--- src/rtl/rtfifo_pkg.sv ---
`timescale 1ns/1ps
package rtfifo_pkg;

    // Phases of the rewind controller
    typedef enum logic [1:0] {
        RT_RUN    = 2'd0,
        RT_HOLD   = 2'd1,
        RT_SETTLE = 2'd2
    } rt_state_e;

    // Request bundle passed from the edge into the pointer logic
    typedef struct packed {
        logic wr;
        logic rd;
    } op_req_t;

    // Accept/fire strobes produced by the pointer logic
    typedef struct packed {
        logic wr;
        logic rd;
    } op_fire_t;

    function automatic int unsigned cnt_width(input int unsigned n);
        return (n < 2) ? 1 : $clog2(n + 1);
    endfunction

endpackage

--- src/rtl/rtfifo_ctrl.sv ---
`timescale 1ns/1ps
module rtfifo_ctrl
    import rtfifo_pkg::*;
#(
    parameter int unsigned RECOVER_CYC = 2
) (
    input  logic clk,
    input  logic rst,
    input  logic rewind_n,
    output logic rewind,
    output logic ready
);
    localparam int unsigned CNT_W = cnt_width(RECOVER_CYC);
    localparam logic [CNT_W-1:0] LAST = CNT_W'(RECOVER_CYC - 1);

    rt_state_e        state_q;
    logic [CNT_W-1:0] cnt_q;

    always_ff @(posedge clk) begin
        if (rst) begin
            state_q <= RT_RUN;
            cnt_q   <= '0;
        end else if (!rewind_n) begin
            state_q <= RT_HOLD;
            cnt_q   <= '0;
        end else begin
            case (state_q)
                RT_HOLD: begin
                    state_q <= RT_SETTLE;
                    cnt_q   <= '0;
                end
                RT_SETTLE: begin
                    if (cnt_q == LAST) state_q <= RT_RUN;
                    else               cnt_q   <= cnt_q + 1'b1;
                end
                default: state_q <= RT_RUN;
            endcase
        end
    end

    assign rewind = !rewind_n;
    assign ready  = (state_q == RT_RUN);


    hold_blocks_ready_chk: assert property (@(posedge clk) disable iff (rst)
        !rewind_n |=> !ready);

    ready_return_chk: assert property (@(posedge clk) disable iff (rst)
        $rose(ready) |-> $past(rewind_n));

endmodule

--- src/rtl/rtfifo_ptrs.sv ---
`timescale 1ns/1ps
module rtfifo_ptrs
    import rtfifo_pkg::*;
#(
    parameter int unsigned ADDR_W = 3
) (
    input  logic              clk,
    input  logic              rst,
    input  op_req_t           req,
    input  logic              go,
    input  logic              rewind,
    output logic [ADDR_W-1:0] waddr,
    output logic [ADDR_W-1:0] raddr,
    output op_fire_t          fire,
    output logic              full,
    output logic              empty
);
    localparam int unsigned PTR_W = ADDR_W + 1;

    logic [PTR_W-1:0] wptr_q, rptr_q;

    assign empty = (wptr_q == rptr_q);
    assign full  = (wptr_q[ADDR_W] != rptr_q[ADDR_W]) &&
                   (wptr_q[ADDR_W-1:0] == rptr_q[ADDR_W-1:0]);

    assign fire.wr = req.wr && go && !full;
    assign fire.rd = req.rd && go && !empty;

    always_ff @(posedge clk) begin
        if (rst) begin
            wptr_q <= '0;
        end else if (fire.wr) begin
            wptr_q <= wptr_q + 1'b1;
        end
    end

    always_ff @(posedge clk) begin
        if (rst || rewind) begin
            rptr_q <= '0;
        end else if (fire.rd) begin
            rptr_q <= rptr_q + 1'b1;
        end
    end

    assign waddr = wptr_q[ADDR_W-1:0];
    assign raddr = rptr_q[ADDR_W-1:0];


    no_overflow_chk: assert property (@(posedge clk) disable iff (rst)
        (full && req.wr) |=> $stable(wptr_q));

    no_underflow_chk: assert property (@(posedge clk) disable iff (rst)
        (empty && !rewind) |=> $stable(rptr_q));

    rewind_zero_chk: assert property (@(posedge clk) disable iff (rst)
        rewind |=> (rptr_q == '0));

    flag_excl_chk: assert property (@(posedge clk) disable iff (rst)
        !(full && empty));

endmodule

--- src/rtl/rtfifo_store.sv ---
`timescale 1ns/1ps
module rtfifo_store
    import rtfifo_pkg::*;
#(
    parameter int unsigned DATA_W = 16,
    parameter int unsigned ADDR_W = 3
) (
    input  logic              clk,
    input  logic              rst,
    input  op_fire_t          fire,
    input  logic [ADDR_W-1:0] waddr,
    input  logic [ADDR_W-1:0] raddr,
    input  logic [DATA_W-1:0] wdata,
    output logic [DATA_W-1:0] rdata
);
    localparam int unsigned DEPTH = 1 << ADDR_W;

    logic [DATA_W-1:0] mem_q [DEPTH];

    for (genvar g = 0; g < DEPTH; g++) begin : g_slot
        always_ff @(posedge clk) begin
            if (fire.wr && (waddr == ADDR_W'(g))) mem_q[g] <= wdata;
        end
    end

    always_ff @(posedge clk) begin
        if (rst)          rdata <= '0;
        else if (fire.rd) rdata <= mem_q[raddr];
    end


    rdata_hold_chk: assert property (@(posedge clk) disable iff (rst)
        !fire.rd |=> $stable(rdata));

endmodule

--- src/rtl/rtfifo_top.sv ---
`timescale 1ns/1ps
module rtfifo_top
    import rtfifo_pkg::*;
#(
    parameter int unsigned DATA_W      = 16,
    parameter int unsigned ADDR_W      = 3,
    parameter int unsigned RECOVER_CYC = 2
) (
    input  logic              clk,
    input  logic              rst,
    input  logic              wr_en,
    input  logic [DATA_W-1:0] wr_data,
    input  logic              rd_en,
    output logic [DATA_W-1:0] rd_data,
    input  logic              rewind_n,
    output logic              full,
    output logic              empty,
    output logic              ready
);
    op_req_t           req;
    op_fire_t          fire;
    logic              rewind;
    logic              go;
    logic [ADDR_W-1:0] waddr, raddr;

    assign req.wr = wr_en;
    assign req.rd = rd_en;
    assign go     = ready && rewind_n;

    rtfifo_ctrl #(.RECOVER_CYC(RECOVER_CYC)) u_ctrl (
        .clk      (clk),
        .rst      (rst),
        .rewind_n (rewind_n),
        .rewind   (rewind),
        .ready    (ready)
    );

    rtfifo_ptrs #(.ADDR_W(ADDR_W)) u_ptrs (
        .clk    (clk),
        .rst    (rst),
        .req    (req),
        .go     (go),
        .rewind (rewind),
        .waddr  (waddr),
        .raddr  (raddr),
        .fire   (fire),
        .full   (full),
        .empty  (empty)
    );

    rtfifo_store #(.DATA_W(DATA_W), .ADDR_W(ADDR_W)) u_store (
        .clk   (clk),
        .rst   (rst),
        .fire  (fire),
        .waddr (waddr),
        .raddr (raddr),
        .wdata (wr_data),
        .rdata (rd_data)
    );


    blocked_no_fire_chk: assert property (@(posedge clk) disable iff (rst)
        !go |-> !(fire.wr || fire.rd));

endmodule

--- config.mk ---
export PLATFORM = sky130hd
export DESIGN_NAME = rtfifo_top
export DESIGN_NICKNAME = d
export VERILOG_FILES = /design/src/rtl/rtfifo_pkg.sv /design/src/rtl/rtfifo_ctrl.sv /design/src/rtl/rtfifo_ptrs.sv /design/src/rtl/rtfifo_store.sv /design/src/rtl/rtfifo_top.sv
export SDC_FILE = /design/constraint.sdc
export NUM_CORES = 1
export LEC_CHECK = 0
export CORE_MARGIN = 10
export CORE_UTILIZATION = 40
export DETAILED_ROUTE_END_ITERATION = 16
export GPL_TIMING_DRIVEN = 1
export MAX_ROUTING_LAYER = met4
export PLACE_DENSITY_LB_ADDON = 0.3
export SYNTH_ARGS = -nofsm -noshare
export SYNTH_HDL_FRONTEND = slang
export SYNTH_SLANG_ARGS = --single-unit
--- constraint.sdc ---
create_clock -name clk -period 2.7 [get_ports clk]
set_clock_uncertainty 0.2 [all_clocks]
set_input_delay 0.675 -clock clk [delete_from_list [all_inputs] [get_ports clk]]
set_output_delay 0.675 -clock clk [all_outputs]
set_load 0.02 [all_outputs]
# After elaboration in Yosys (flattened, before gate mapping)
# Memory sizes are Yosys's and may differ from the RTL's. A register that Yosys moved wholly into a read port is not among the register bits.
# Cells that the tools add are included.
[totals]
ram_bits = 128
out_inout_bits = 19
mem_count = 1
in_bits = 21
reg_bits = 12
elab_cells = 98
[mem_list]
columns = ["memory", "words", "width", "read_ports", "rd_clocked_by_memory_dff", "wr", "line", "rtl"]
rows = [
  ["u_store.mem_q", 8, 16, 1, 1, 1, "rtfifo_store.sv:18", "logic [DATA_W-1:0] mem_q [DEPTH];"],
]
[classes]
addsub = 3
n_eq_ne = 16
bitwise_logic = 1
reduce_logical = 30
muxes = 42
[op_table]
columns = ["cell", "count"]
rows = [
  ["16-bit 2-to-1 mux", 7],
  ["16-bit OR reduction", 7],
  ["1-bit 2-to-1 mux", 24],
  ["3-bit 2-to-1 mux", 7],
  ["1-bit logical AND", 14],
  ["3-bit == test, second input constant", 4],
  ["4-bit by 1-bit adder with 4-bit output, second input constant", 2],
  ["2-bit one-hot mux with 2 select lines", 2],
  ["3-bit by 2-bit == test with 1-bit output, second input constant", 2],
  ["2-bit by 1-bit == test with 1-bit output, second input constant", 2],
  ["4-bit == test", 1],
  ["2-bit 2-to-1 mux", 2],
  ["3-bit by 1-bit == test with 1-bit output, second input constant", 1],
  ["3-bit == test", 1],
  ["1-bit zero test", 3],
  ["3-bit zero test", 1],
  ["3-bit by 2-bit inequality test with 1-bit output, second input constant", 1],
  ["2-bit by 1-bit adder with 2-bit output, second input constant", 1],
  ["2-bit == test, second input constant", 1],
  ["2-bit zero test", 1],
  ["2-bit by 1-bit inequality test with 1-bit output, second input constant", 1],
  ["2-bit inequality test, second input constant", 1],
  ["2-bit AND reduction", 1],
  ["2-bit nonzero test", 1],
  ["other kinds (4)", 4],
]

# Depth between registers and ports, before layout
# Gate-level depths: netlist of run 1.
[depth]
word_depth = 15
mapped_depth = 7
depth_no_buf = 6

# Modules after synthesis
# From an unflattened synthesis of run 1, not the netlist that was laid out.
[hier_totals]
cells_unflattened = 391
hier_area_um2 = 6279.8
[by_module_without_submodules]
columns = ["module", "instances", "cells_per_inst", "area_per_inst_um2", "seq_area_each_um2"]
rows = [
  ["rtfifo_store", 1, 307, 5515.3, 4164.0],
  ["rtfifo_ptrs", 1, 61, 545.5, 160.2],
  ["rtfifo_ctrl", 1, 22, 212.7, 80.1],
  ["rtfifo_top", 1, 1, 6.3, 0.0],
]

# Least setup slack after synthesis of run 1
# No wires, ideal clock.
[synth_path]
path_kind = "input to register"
from = "input port wr_en"
to = "memory u_store.mem_q[4][0] (enable)"
setup_time_ns = 0.374
required_time_ns = 2.126
path_stages = 4
path_slack_ns = 0.410
arrival_ns = 1.717
path_buffers = 1
path_cell_list = "nand4bb_1 a41oi_2 buf_2 and3_1"
[synth_between]
elab_chain_cells = 13
elab_cells_between_ends = 47
cone_classes = "30 x mux; 17 x reduce/logical"
[synth_lines]
columns = ["element", "line", "rtl"]
rows = [
  ["start, declared", "rtfifo_top.sv:11", "input logic wr_en,"],
  ["1-bit logical AND * (2 in a row)", "rtfifo_ptrs.sv:26", "assign fire.wr = req.wr && go && !full;"],
  ["1-bit logical AND", "rtfifo_store.sv:22", "if (fire.wr && (waddr == ADDR_W'(g))) mem_q[g] <= wdata;"],
  ["1-bit 2-to-1 mux", "rtfifo_store.sv:22", ""],
  ["1-bit 2-to-1 mux (not written as such)", "rtfifo_store.sv:22", ""],
  ["16-bit OR reduction (no line)", "--", ""],
  ["3-bit 2-to-1 mux (no line) / 1-bit 2-to-1 mux (equally long branches) (7 in a row)", "--", ""],
  ["end, declared", "rtfifo_store.sv:18", ""],
]
# Every way passes the cells marked *; elsewhere a longest branch is shown, timed or not.

# Final worst setup path of run 1
[layout_path]
from = "register u_ptrs.rptr_q[2]"
to = "output port full"
[layout_between]
elab_chain_cells = 2
[layout_lines]
columns = ["element", "line", "rtl"]
rows = [
  ["start, declared", "rtfifo_ptrs.sv:20", "logic [PTR_W-1:0] wptr_q, rptr_q;"],
  ["start signal, assigned", "rtfifo_ptrs.sv:41", "rptr_q <= rptr_q + 1'b1;"],
  ["3-bit == test", "rtfifo_ptrs.sv:24", "(wptr_q[ADDR_W-1:0] == rptr_q[ADDR_W-1:0]);"],
  ["1-bit logical AND", "rtfifo_ptrs.sv:23", "assign full = (wptr_q[ADDR_W] != rptr_q[ADDR_W]) &&"],
  ["end, declared", "rtfifo_top.sv:16", "output logic full,"],
]
# No other way between the ends.

==> results of run 1 <==
## cells in the mapped netlist, drive strengths merged (2+ instances only)
| master | count |
|---|---|
| xor2 | 2 |
| nor2 | 29 |
| nor3 | 2 |
| nor2b | 2 |
| nand4bb | 2 |
| edfxtp | 128 |
| ha | 8 |
| dfxtp | 28 |
| nand4 | 3 |
| mux2 | 2 |
| a211oi | 17 |
| mux4 | 32 |
| and3 | 6 |
| o21ai | 2 |
| xnor2 | 6 |
| inv | 5 |
| nand2 | 4 |
| mux2i | 20 |
| buf | 17 |
| a41oi | 2 |
| and2 | 4 |
| clkbuf | 2 |
## cells by family after synthesis
logic type | Yosys count
adder cells (fa/ha/maj) | 8
multiplexers | 54
flip-flops | 156
buffers and inverters | 24
XOR/XNOR | 8
AO/OA/AOI/OAI | 24
AND/OR/NAND/NOR | 54
## power by group
group | internal, mW | total (mW) | switching, mW
sequential | 2.64 | 2.65 | 0.0152
combinational | 0.114 | 0.243 | 0.128
clock | 1.17 | 2.09 | 0.927
total | 3.92 | 4.99 | 1.07
## final cells by class
type                    count  area [um^2]
fillers                  1266         7720
flip-flops and latches    156         4410
multi-input cells         148         1600
repair buffers             66          641
clock buffers              17          425
well taps                 188          235
clock inverters            15          100
inverters                   5         18.8
## sequential cells by signal, summed over array words and instances (netlist names)
register        flops
u_ctrl.state_q      2
u_ptrs.wptr_q       4
u_ptrs.rptr_q       4
u_store.rdata      16
u_ctrl.cnt_q        2
u_store.mem_q     128
## per-stage QoR
step                hold WS, ns  setup TNS (ns)  worst slack, ns
floorplan                 0.306               0            0.410
global placement          0.289               0           0.0158
detailed placement        0.292          -0.223          -0.0240
CTS                       0.300               0           0.0785
global route              0.326               0           0.0179
finish                    0.297               0            0.131
## critical path, cell delays in order (launching register included)
cell	delay [ns]
dfxtp_1	0.33
xnor2_2	0.27
nand2_1	0.12
nor3_1	0.20
dlygate4sd2_1	0.36
## metal layers
metal / vias to the layer above / global-route usage (%)
met5: - / -
met2: 59 / 20.7
met4: 0 / 4.51
li1: 1434 / -
met1: 1579 / 15.0
met3: 13 / 3.53
## how the worst min path moves through the flow
stage / to / cells past startpoint / start
global placement: u_store.rdata[12] / 2 / u_store.rdata[12]
floorplan: u_ctrl.cnt_q[0] / 2 / u_ctrl.cnt_q[0]
detailed placement: u_store.rdata[14] / 2 / u_store.rdata[14]
global route: u_store.rdata[14] / 2 / u_store.rdata[14]
CTS: u_store.rdata[14] / 2 / u_store.rdata[14]
finish: u_store.rdata[14] / 2 / u_store.rdata[14]
## what timing repair did
item | CTS | global route
endpoints found under the setup margin | 2 | 0
gates resized for setup | 2 | 0
setup buffers | 0 | 0
hold endpoints to repair | 0 | 0
==> impl_metrics.toml, run 1 <==
[global_route]
antenna_found_initial = 0
grt_usage_pct = 12.7
grt_max_degree = 35
grt_pass1_wl_um = 18800
grt_pass1_vias = 3240
overflow = 0

[critical_path]
setup.worst_path.start = "u_ptrs.rptr_q[2]"
crit_path_end_kind = "output port"
crit_type = "flop to output port"
reg2reg_from = "u_ptrs.rptr_q[0]"
r2r_setup_slack_ns = 0.58
path_max_fanout = 3
crit_end = "full"
crit_path_start_kind = "flop"
critPathArrivalTime_ns = 1.69
r2r_cells = 4
r2r_end = "u_store.rdata[1]"
cp.required_ns = 1.82

[synthesis]
synth_ff_type = "edfxtp_1"
synth_compound_area_share_pct = 3.18
synthXorXnorAreaFrac_pct = 1.51
synth_fa_ha_area_share_pct = 1.63
synth_top_family_by_area = "multiplexers"
yosys.area.top_type_share_pct = 62.5
yosys-top-cells-area = "edfxtp_1 63%, mux4_2 12%, dfxtp_1 9.1%"
synth-seq-cells = 156
yosysSeqAreaShare_pct = 71.6
async_flop_share_pct = 0
syn_inst = 328
synth_top_cell_by_area = "edfxtp_1"
synthesis.nets = 357
syn_avg_cell_area_um2 = 18.7
synth_warnings = 0
synth-simple-area-share_pct = 4.25
synth_mux_area_share_pct = 15.3
synth.distinct_cells = 30
syn-cell-area_um2 = 6150
synth_edf_count = 128

[outcome]
status = "completed"

[final_layout]
final_cell_mix = "128 x edfxtp_1, 37 x clkdlybuf4s50_1, 32 x mux4_2"
area_growth_pct = 20.9
final_nets = 423
utilization_pct = 49.1
finalInstanceArea_um2 = 7430
diodes = 0
final_cells = 595
final_common_cell = "edfxtp_1"
drive_gt1_share_pct = 23.6

[drt]
vias = 3085
first_pass_iters = 4
via_per_inst = 5.18
ant_nets = 0
routed.top_layer = "met4"
wl_met3_um = 464
routed-wl-met2_um = 6200
drt_iter0_markers = 201
drt-met1-wl_um = 5150
drc = 0
wl_per_cell_um = 20.1
wl_um = 12000

[pwr]
leakagePower_nw = 2.37
p_per_area_nw_per_um2 = 671
vdd_drop_max_uv = 411
finalPower_mw = 4.99

[clock_tree]
cts_tree = "done"
cts_sinks = 156
postCtsHoldBufs = 0
path_clk_slew_ns = 0.06
cts_inserted_buffers = 17
h-tree-depth = 4
cts-root-buf = "clkbuf_16"
cts_buffer_depth = 2
clk_latency_ns = 0.41

[sta]
worst_slew_pin_slew_ns = 0.512
slew_violations = 0
rsz0062_at_grt = "no"
setup_viol = 0
post-route-min-period_ns = 2.57
finalCritPeriodShare_pct = 95.2
clock.fmax_mhz = 389
finalHoldViolCount = 0
relSlewSlack_pct = 65.9

[placed_design]
place_congestion = 0.752
postPlaceCellArea_um2 = 6910
port_buffers = 39
placedCellCount = 563
dp_hpwl_um = 7850

[floorplanning]
io_pins = 40
core_area_um2 = 15100
rows = 45
die_h_um = 144
die_w_um = 144
fp.dieArea_um2 = 20700
start_util_pct = 40.6

[flow_run]
cap_violations = 0

[worst_hold_path]
hp-class = "flop to flop"
Power figures use the tool's default switching activity.
==> inputs of run 2 (changes only) <==
==> constraint.sdc (replaced) <==
create_clock -name clk -period 2.6 [get_ports clk]
set_clock_uncertainty 0.2 [all_clocks]
set_input_delay 0.65 -clock clk [delete_from_list [all_inputs] [get_ports clk]]
set_output_delay 0.65 -clock clk [all_outputs]
set_load 0.02 [all_outputs]
==> run 2 against run 1 <==
Clock power increased by 12%. Count of clock-buffer cells in the layout increased by 2. Design area increased by 0.91%. Critical endpoint unchanged. Die area unchanged. Via count decreased by 0.32%. Sequential power increased by 4%.
==> impl_metrics.toml, run 2 (synthesis results as in run 1) <==
[flow_run]
cap_violations = 0

[pwr]
clkPwrFrac_pct = 43.7
leakagePower_nw = 2.39
finalPower_mw = 5.35
switching_share_pct = 20.4
switchingPower_mw = 1.09
combPwrFrac_pct = 4.8
p_seq_share_pct = 51.5
vdd_drop_max_uv = 528
p_per_area_nw_per_um2 = 714
internal_power_mw = 4.26

[clock_tree]
cts_sinks = 156
path_clk_slew_ns = 0.06
cts_inserted_buffers = 17
cts_tree = "done"
h-tree-depth = 4
cts_buffer_depth = 2
clk_latency_ns = 0.42
cts-root-buf = "clkbuf_16"
postCtsHoldBufs = 0

[floorplanning]
start_util_pct = 40.6
io_pins = 40
die_w_um = 144
rows = 45
fp.dieArea_um2 = 20700
core_area_um2 = 15100
die_h_um = 144

[critical_path]
setup.worst_path.start = "u_ptrs.wptr_q[2]"
r2r_cells = 5
cpPeakStageDelay_ns = 0.35
cp_slowest_cell = "dlygate4sd1_1"
path_max_fanout = 2
crit_type = "flop to output port"
critical_path.top_delay_family = "buffers and inverters"
crit_path_start_kind = "flop"
cp_cell_sequence = "xnor2_2 -> nand2_1 -> nor3_1 -> dlygate4sd1_1"
cp_num_buf_inv = 1
critPathArrivalTime_ns = 1.59
cp.required_ns = 1.75
reg2reg_from = "u_ptrs.rptr_q[0]"
path_depth = 4
crit_path_end_kind = "output port"

[final_layout]
top_regs = "u_store.mem_q x128, u_store.rdata x16"
utilization_pct = 49.5
final_common_cell = "edfxtp_1"
final_nets = 424
finalInstanceArea_um2 = 7500
diodes = 0
area_growth_pct = 22.0
largest_reg_flops = 128
drive_gt1_share_pct = 23.0
final_cell_mix = "128 x edfxtp_1, 37 x clkdlybuf4s50_1, 32 x mux4_2"
largest-register = "u_store.mem_q"
n_fill_cell = 1241

[sta]
worst_slew_pin_slew_ns = 0.496
finalHoldViolCount = 0
setup_viol = 0
layout_setup_ws_ns = 0.157
rsz0062_at_grt = "no"
relSlewSlack_pct = 67.0
finalCritPeriodShare_pct = 94.0
final.setup.tns_ns = 0
clock.fmax_mhz = 409
post-route-min-period_ns = 2.44
slew_violations = 0

[drt]
drt_iter0_markers = 179
ant_nets = 0
drc = 0
wl_um = 11900
vias = 3075
first_pass_iters = 4
via_per_inst = 5.16
wl_per_cell_um = 20.0

[placed_design]
dp_hpwl_um = 7600
place_congestion = 0.755
postPlaceCellArea_um2 = 6920
dp_slack_ns = -0.0208
port_buffers = 39

[worst_hold_path]
holdPathStages = 2
hp-start = "u_store.rdata[4]"
hp-class = "flop to flop"

[global_route]
grt_max_degree = 37
antenna_found_initial = 0
overflow = 0
grt_pass1_vias = 3327
grt_usage_pct = 12.8
grt_pass1_wl_um = 18800

[outcome]
status = "completed"
## run 2: cell type report
| class | instances | area [um^2] | area share, % |
|---|---|---|---|
| sequential | 156 | 4410 | 58.8 |
| multi-input combinational | 148 | 1600 | 21.4 |
| timing repair buffer | 67 | 676 | 9.01 |
| clock buffer | 19 | 433 | 5.77 |
| tap | 188 | 235 | 3.14 |
| clock inverter | 13 | 125 | 1.67 |
| inverter | 5 | 18.8 | 0.250 |
## run 2: path summary, 6_finish.rpt
kind | end | slack, ns
worst min register to register | u_store.rdata[4] | 0.30
worst max register to register | u_store.mem_q[2][1] | 0.41
worst max-delay path | full | 0.16
worst min-delay path | u_store.rdata[4] | 0.30
## run 2: stage by stage
stage	instances	hold WS [ns]
floorplan	328	0.306
detailed placement	562	0.297
global placement	562	0.286
finish	596	0.299
CTS	595	0.305
global route	596	0.325
## run 2: worst reg2reg max path: cells and delay by family (launching register included)
kind	cells	cell delay, ns
AOI/OAI and AO/OA	1	0.42
xor gates and xnor gates	1	0.16
buffers and inverters	2	0.49
DFF	1	0.36
and+or+nand+nor	1	0.25
## run 2: routing by layer
layer	vias up	track usage [%]	wire length (um)
li1	1437	-	-
met1	1563	14.9	5290
met2	53	20.1	5910
met3	22	3.80	469
met4	0	5.75	221
met5	-	-	0
## run 2: repair_timing
item                       CTS  global route
pin swaps                    1             1
setup buffers                1             1
resized for setup            6             1
setup endpoints to repair    2             1
## run 2: power by group through the flow
| stage | logic (mW) | registers (mW) | clock network (mW) |
|---|---|---|---|
| global placement | 0.258 | 2.81 | 0 |
| floorplan | 0.111 | 2.82 | 0 |
| detailed placement | 0.260 | 2.81 | 0 |
| global route | 0.281 | 2.76 | 2.51 |
| CTS | 0.263 | 2.75 | 2.39 |
| finish | 0.258 | 2.75 | 2.34 |
